File: src/rtl/pic_pkg.sv
package pic_pkg;
  parameter int N_LVL  = 8;
  parameter int DATA_W = 8;
  localparam int LVL_W  = $clog2(N_LVL);
  localparam int BASE_W = DATA_W - LVL_W;

  typedef enum logic [2:0] {
    ST_IDLE,
    ST_BASE,
    ST_CASC,
    ST_MODE,
    ST_READY
  } cfg_state_e;

  function automatic logic [N_LVL-1:0] lsb_oh(input logic [N_LVL-1:0] v);
    return v & (~v + N_LVL'(1));
  endfunction

  function automatic logic [LVL_W-1:0] oh2idx(input logic [N_LVL-1:0] oh);
    logic [LVL_W-1:0] r;
    r = '0;
    for (int i = 0; i < N_LVL; i++)
      if (oh[i]) r = LVL_W'(i);
    return r;
  endfunction
endpackage

File: src/rtl/pic_cfg.sv
module pic_cfg
  import pic_pkg::*;
(
  input  logic              clk_i,
  input  logic              rst_ni,
  input  logic              wr_i,
  input  logic              addr_i,
  input  logic [DATA_W-1:0] wdata_i,
  output logic              ready_o,
  output logic              init_o,
  output logic [BASE_W-1:0] base_o,
  output logic [DATA_W-1:0] casw_o,
  output logic              single_o,
  output logic              aeoi_o,
  output logic [N_LVL-1:0]  imr_o,
  output logic              rd_isr_o,
  output logic              eoi_spec_o,
  output logic              eoi_ns_o,
  output logic [LVL_W-1:0]  eoi_lvl_o
);
  cfg_state_e st_q;
  logic need4_q;
  logic even_wr, start;

  assign even_wr = wr_i && !addr_i;
  assign start   = even_wr && wdata_i[4];
  assign ready_o = (st_q == ST_READY);
  assign init_o  = start;

  // command words decoded only once initialised
  assign eoi_spec_o = ready_o && even_wr && wdata_i[4:3] == 2'b00 && wdata_i[7:5] == 3'b011;
  assign eoi_ns_o   = ready_o && even_wr && wdata_i[4:3] == 2'b00 && wdata_i[7:5] == 3'b001;
  assign eoi_lvl_o  = wdata_i[LVL_W-1:0];

  always_ff @(posedge clk_i or negedge rst_ni) begin
    if (!rst_ni) begin
      st_q     <= ST_IDLE;
      need4_q  <= 1'b0;
      single_o <= 1'b0;
      aeoi_o   <= 1'b0;
      base_o   <= '0;
      casw_o   <= '0;
      imr_o    <= '1;
      rd_isr_o <= 1'b0;
    end else if (wr_i) begin
      if (start) begin
        st_q     <= ST_BASE;
        need4_q  <= wdata_i[0];
        single_o <= wdata_i[1];
        aeoi_o   <= 1'b0;
        imr_o    <= '1;
        rd_isr_o <= 1'b0;
      end else begin
        unique case (st_q)
          ST_BASE: if (addr_i) begin
            base_o <= wdata_i[DATA_W-1:LVL_W];
            if (!single_o)    st_q <= ST_CASC;
            else if (need4_q) st_q <= ST_MODE;
            else              st_q <= ST_READY;
          end
          ST_CASC: if (addr_i) begin
            casw_o <= wdata_i;
            st_q   <= need4_q ? ST_MODE : ST_READY;
          end
          ST_MODE: if (addr_i) begin
            aeoi_o <= wdata_i[1];
            st_q   <= ST_READY;
          end
          ST_READY: begin
            if (addr_i) imr_o <= wdata_i;
            else if (wdata_i[4:3] == 2'b01 && wdata_i[1]) rd_isr_o <= wdata_i[0];
          end
          default: ;
        endcase
      end
    end
  end
endmodule

File: src/rtl/pic_req.sv
module pic_req
  import pic_pkg::*;
(
  input  logic             clk_i,
  input  logic             rst_ni,
  input  logic [N_LVL-1:0] irq_i,
  input  logic             clr_i,
  input  logic [N_LVL-1:0] ack_oh_i,
  input  logic [N_LVL-1:0] isr_set_i,
  input  logic [N_LVL-1:0] isr_clr_i,
  output logic [N_LVL-1:0] irr_o,
  output logic [N_LVL-1:0] isr_o
);
  logic [N_LVL-1:0] irq_q, rise;

  assign rise = irq_i & ~irq_q;

  always_ff @(posedge clk_i or negedge rst_ni) begin
    if (!rst_ni) begin
      irq_q <= '0;
      irr_o <= '0;
      isr_o <= '0;
    end else begin
      irq_q <= irq_i;
      if (clr_i) begin
        irr_o <= '0;
        isr_o <= '0;
      end else begin
        irr_o <= (irr_o | rise) & irq_i & ~ack_oh_i;
        isr_o <= (isr_o & ~isr_clr_i) | isr_set_i;
      end
    end
  end
endmodule

File: src/rtl/pic_prio.sv
module pic_prio
  import pic_pkg::*;
(
  input  logic [N_LVL-1:0] irr_i,
  input  logic [N_LVL-1:0] imr_i,
  input  logic [N_LVL-1:0] isr_i,
  output logic             win_vld_o,
  output logic [LVL_W-1:0] win_idx_o,
  output logic [N_LVL-1:0] win_oh_o
);
  logic [N_LVL-1:0] allow, elig;

  // a level may interrupt only if nothing at or above it is in service
  for (genvar i = 0; i < N_LVL; i++) begin : g_allow
    assign allow[i] = ~|isr_i[i:0];
  end

  assign elig      = irr_i & ~imr_i & allow;
  assign win_oh_o  = lsb_oh(elig);
  assign win_vld_o = |elig;
  assign win_idx_o = oh2idx(win_oh_o);
endmodule

File: src/rtl/pic_ctrl.sv
module pic_ctrl
  import pic_pkg::*;
(
  input  logic              clk_i,
  input  logic              rst_ni,
  input  logic              master_i,
  input  logic              wr_i,
  input  logic              addr_i,
  input  logic [DATA_W-1:0] wdata_i,
  output logic [DATA_W-1:0] rdata_o,
  input  logic [N_LVL-1:0]  irq_i,
  output logic              int_o,
  input  logic              inta_i,
  input  logic [LVL_W-1:0]  cas_i,
  output logic [LVL_W-1:0]  cas_o,
  output logic              vec_vld_o,
  output logic [DATA_W-1:0] vec_o
);
  logic              cfg_ready, cfg_init, single_q, aeoi_q, rd_isr_q;
  logic              eoi_spec, eoi_ns;
  logic [LVL_W-1:0]  eoi_lvl;
  logic [BASE_W-1:0] base_q;
  logic [DATA_W-1:0] casw_q;
  logic [N_LVL-1:0]  imr_q, irr_q, isr_q;
  logic              win_vld;
  logic [LVL_W-1:0]  win_idx;
  logic [N_LVL-1:0]  win_oh;
  logic              cascaded, sel_me, take, to_slave;
  logic [N_LVL-1:0]  ack_oh, isr_set, isr_clr;

  pic_cfg u_cfg (
    .clk_i, .rst_ni, .wr_i, .addr_i, .wdata_i,
    .ready_o(cfg_ready), .init_o(cfg_init), .base_o(base_q), .casw_o(casw_q),
    .single_o(single_q), .aeoi_o(aeoi_q), .imr_o(imr_q), .rd_isr_o(rd_isr_q),
    .eoi_spec_o(eoi_spec), .eoi_ns_o(eoi_ns), .eoi_lvl_o(eoi_lvl)
  );

  pic_prio u_prio (
    .irr_i(irr_q), .imr_i(imr_q), .isr_i(isr_q),
    .win_vld_o(win_vld), .win_idx_o(win_idx), .win_oh_o(win_oh)
  );

  pic_req u_req (
    .clk_i, .rst_ni, .irq_i, .clr_i(cfg_init),
    .ack_oh_i(ack_oh), .isr_set_i(isr_set), .isr_clr_i(isr_clr),
    .irr_o(irr_q), .isr_o(isr_q)
  );

  assign cascaded = !single_q;
  assign sel_me   = !cascaded || master_i || (cas_i == casw_q[LVL_W-1:0]);
  assign take     = inta_i && cfg_ready && sel_me;
  assign to_slave = cascaded && master_i && win_vld && casw_q[win_idx];
  assign ack_oh   = (take && win_vld) ? win_oh : '0;
  assign isr_set  = aeoi_q ? '0 : ack_oh;

  always_comb begin
    isr_clr = '0;
    if (eoi_spec)    isr_clr[eoi_lvl] = 1'b1;
    else if (eoi_ns) isr_clr = lsb_oh(isr_q);
  end

  assign int_o   = cfg_ready && win_vld;
  assign cas_o   = (cascaded && master_i) ? win_idx : '0;
  assign rdata_o = addr_i ? imr_q : (rd_isr_q ? isr_q : irr_q);

  always_ff @(posedge clk_i or negedge rst_ni) begin
    if (!rst_ni) begin
      vec_vld_o <= 1'b0;
      vec_o     <= '0;
    end else begin
      vec_vld_o <= take && !to_slave;
      if (take) vec_o <= {base_q, win_vld ? win_idx : LVL_W'(N_LVL-1)};
    end
  end
endmodule

File: config.mk
export PLATFORM = sky130hd
export DESIGN_NAME = pic_ctrl
export DESIGN_NICKNAME = d
export VERILOG_FILES = /design/src/rtl/pic_pkg.sv /design/src/rtl/pic_cfg.sv /design/src/rtl/pic_req.sv /design/src/rtl/pic_prio.sv /design/src/rtl/pic_ctrl.sv
export SDC_FILE = /design/constraint.sdc
export NUM_CORES = 1
export LEC_CHECK = 0
export ABC_AREA = 1
export BUFFER_PORTS_ARGS = -buffer_cell sky130_fd_sc_hd__buf_2
export CAP_MARGIN = 20
export CORE_UTILIZATION = 50
export CTS_BUF_LIST = sky130_fd_sc_hd__clkbuf_16
export CTS_CLUSTER_SIZE = 10
export DETAILED_ROUTE_END_ITERATION = 12
export PLACE_DENSITY = 0.71
export SLEW_MARGIN = 20
export SYNTH_ARGS = -nofsm -noshare
export SYNTH_HDL_FRONTEND = slang
export SYNTH_SLANG_ARGS = --single-unit
File: constraint.sdc
create_clock -name clk_i -period 2.19 [get_ports clk_i]
set_clock_uncertainty 0.05 [all_clocks]
set_input_delay 0.438 -clock clk_i [delete_from_list [all_inputs] [get_ports clk_i]]
set_output_delay 0.438 -clock clk_i [all_outputs]
set_load 0.01 [all_outputs]
==> out/metrics.csv <==
stage,metric,value,unit
worst_setup_path,worst path required time,1.70,ns
worst_setup_path,critical path class,reg -> out,
flow_run,max capacitance violation total,0,
detailed_routing,routed wl met2,3.98,mm
clock_network,Num CTS Buffers,9,
power_and_ir_drop,maximum vdd drop,756,µV
worst_setup_path,CP startpoint kind,register,
yosys,"EDFF count, synth",0,
timing,Tcrit/Tclk final,109,%
yosys,Syn Std Cell Area,3150,µm²
floorplanning,# rows,28,
power_and_ir_drop,Lkg Pwr,2.09,nW
clock_network,Worst-path clk slew,0.06,ns
detailed_routing,max layer used,met4,
outcome,status,finished with violations,
timing,RSZ-0062 raised after global routing,yes,
cells_and_area,layout cells sized above 1,28.8,%
yosys,Synth area leaders,"dfrtp_1, nand2_1, inv_1",
timing,Final WS setup,-0.202,ns
placed_design,gpl congestion,0.940,
placed_design,hpwl dp,5.77,mm
worst_setup_path,cells along the critical path,nor2_4 -> nand2_2 -> inv_2 -> nand3_2 -> nand2_2 -> nor2_4 -> nand3_4 -> nand2_2 -> nor2_4 -> nor2_1 -> buf_2,
outcome,failing checks,setup timing,
clock_network,clk sink count,61,
detailed_routing,post-route ant nets,0,
worst_setup_path,FF-to-FF End,u_req.isr_o[7],
clock_network,CTS H-tree depth,3,
cells_and_area,design area,4060,µm²
yosys,Synth top area share,42.1,%
timing,Fmax achieved,418,MHz
worst_setup_path,RR Startpoint,u_cfg.st_q[0],
floorplanning,Initial Util,52.5,%
detailed_routing,routed metal-1 wirelength,3.76,mm
detailed_routing,DRT iter0 DRCs,140,
floorplanning,I/O pin cnt,46,
placed_design,placed cells,513,
power_and_ir_drop,PD cells,1150,nW/µm²
timing,Worst Max-Slew Pin Slew,0.784,ns
worst_setup_path,slowest CP cell,dfrtp_1,
cells_and_area,FF+latch area,1540,µm²
yosys,Yosys cell types,36,
yosys,"Async S/R FF share, synth",100,%
worst_setup_path,Critical Path Sink Type,primary output,
cells_and_area,final net count,485,
global_routing,antenna violations before repair,0,
yosys,ys flop type,dfrtp_1,
yosys,leading area contributor after synthesis,dfrtp_1,
worst_setup_path,"Arr. time, crit path",1.90,ns
global_routing,gr usage total,29.3,%
detailed_routing,Total Routed Length,8.58,mm
placed_design,DP Area,3530,µm²
detailed_routing,wire per inst,15.9,µm
cells_and_area,"non-filler cells, final",540,
global_routing,grt total ovfl,0,
yosys,synthesized netlist cell count,389,
detailed_routing,Routed met3 length,584,µm
clock_network,CTS tree,done,
yosys,most common cell in the netlist,nand2_1,
cells_and_area,Util after Layout,67.8,%
worst_setup_path,R2R setup slack,0.21,ns
clock_network,CTS Hold Bufs,0,
timing,final setup violation count,4,
timing,Final Hold Fails,0,
timing,Final Critical Period,2.39,ns
detailed_routing,vias per cell,5.58,
global_routing,pin count of the biggest net entering global routing,62,
floorplanning,Die Footprint,6610,µm²
floorplanning,Chip Width,81.3,µm
floorplanning,core area,5990,µm²
timing,Max-Slew Margin vs Limit,47.6,%
worst_setup_path,Crit path largest cell delay,0.43,ns
detailed_routing,drt drc,0,
yosys,"Seq/Total Area, Yosys",48.8,%
yosys,Synth Warn #,0,
cells_and_area,Filler Cells Inserted,478,
clock_network,Longest Clk Path Bufs,2,
yosys,Seq cells post-synth,61,
min_path,Min-Delay Path Class,in -> async,
clock_network,clk_lat worst skew,0.33,ns
cells_and_area,Area Growth Syn to Fin,29.1,%
timing,Slew Limit Fails,0,
cells_and_area,diodes inserted,0,
global_routing,first-pass GRT wire length,14.1,mm
yosys,Syn Area/Cell,8.09,µm²
global_routing,vias in the first global route,2985,
worst_setup_path,first element of the critical path,u_req.isr_o[1],
placed_design,pre-CTS WS,0.110,ns
worst_setup_path,critical-path maximum fanout,6,
power_and_ir_drop,Tot Pwr,4.65,mW
yosys,Syn Nets,414,
worst_setup_path,worst r2r path cells,8,
detailed_routing,drt first pass iters,7,
detailed_routing,total number of vias,3012,
clock_network,clock root cell,clkbuf_16,
cells_and_area,multi-input combinational cell area,1420,µm²
placed_design,IO buf count,45,
floorplanning,die height,81.3,µm
yosys,commonest cells in the netlist,"nand2_1, inv_1, dfrtp_1, o21ai_0, nand3_1",
-- layer usage --
| layer | up-vias | track usage (%) |
|---|---|---|
| met1 | 1422 | 37.0 |
| met3 | 29 | 6.18 |
| met4 | 0 | 15.5 |
| met2 | 128 | 46.8 |
| li1 | 1433 | - |
| met5 | - | 0 |
-- cell usage in the layout, fill, tap and decap left out, types with 2 or more instances in the layout --
master	count
a21oi_1	13
a22oi_1	7
buf_2	45
buf_4	20
bufinv_16	4
clkbuf_16	9
clkinv_4	2
dfrtp_1	51
dfrtp_2	2
dfstp_2	8
inv_1	56
inv_2	7
nand2_1	77
nand2_2	9
nand3_1	28
nand3_2	6
nand3_4	3
nand4_1	6
nor2_1	29
nor2_2	3
nor2_4	7
nor3_1	3
nor3_2	3
o2111ai_1	3
o211ai_1	9
o21ai_0	34
o22ai_1	2
xnor2_1	3
-- registers in the layout, indices dropped and copies added, names as in the netlist --
register	count
u_req.isr_o	8
u_cfg.imr_o	8
vec_vld_o	1
u_cfg.st_q	3
u_cfg.casw_o	8
u_cfg.need4_q	1
u_cfg.single_o	1
u_cfg.aeoi_o	1
vec_o	8
u_cfg.base_o	5
u_req.irq_q	8
u_cfg.rd_isr_o	1
u_req.irr_o	8
-- cell families (layout without fill, tap and decap cells) --
kind of cell	count (synthesis)	after routing	share of synthesized area, %
and+or+nand+nor	178	178	27.2
DFF	61	61	48.8
buffers and inverters	70	146	8.35
AOI/OAI and AO/OA	77	77	14.8
xor gates and xnor gates	3	3	0.835
-- worst max path at each step --
| stage | endpoint | cells past startpoint |
|---|---|---|
| 3_5_place_dp | cas_o[1] | 10 |
| 5_1_grt | cas_o[2] | 11 |
| 6_report | cas_o[2] | 11 |
| 3_3_place_gp | cas_o[2] | 11 |
| 4_1_cts | cas_o[2] | 10 |
| 2_1_floorplan | cas_o[1] | 9 |
-- power by group --
part	switching, mW	leakage (nW)	internal (mW)
combinational	0.766	1.15	0.476
sequential	0.180	0.755	1.45
clock	0.544	0.180	1.23
-- timing repair --
action                     in CTS  in global routing
resized for setup              21                  1
setup endpoints to repair       4                  5
setup buffers                  11                  0
pin swaps                       8                  1
-- through the flow --
step / hold slack [ns] / setup TNS, ns
6_report: 0.0491 / -0.668
3_5_place_dp: 0.410 / 0
3_3_place_gp: 0.406 / 0
5_1_grt: 0.101 / -1.06
2_1_floorplan: 0.0924 / 0
4_1_cts: 0.0783 / -0.500
-- critical path: cells and delay by family, from the launching register on --
kind          cells  cell delay [ns]
buf+inv           2             0.23
flops             1             0.43
simple gates      9             0.90
-- cell type report --
class	count	area share, %
multi-input combinational	258	35.0
clock inverter	7	3.60
clock buffer	9	5.54
sequential	61	37.9
tap	75	2.31
inverter	64	5.91
timing repair buffer	66	9.73
(Power assumes the default switching activity.)
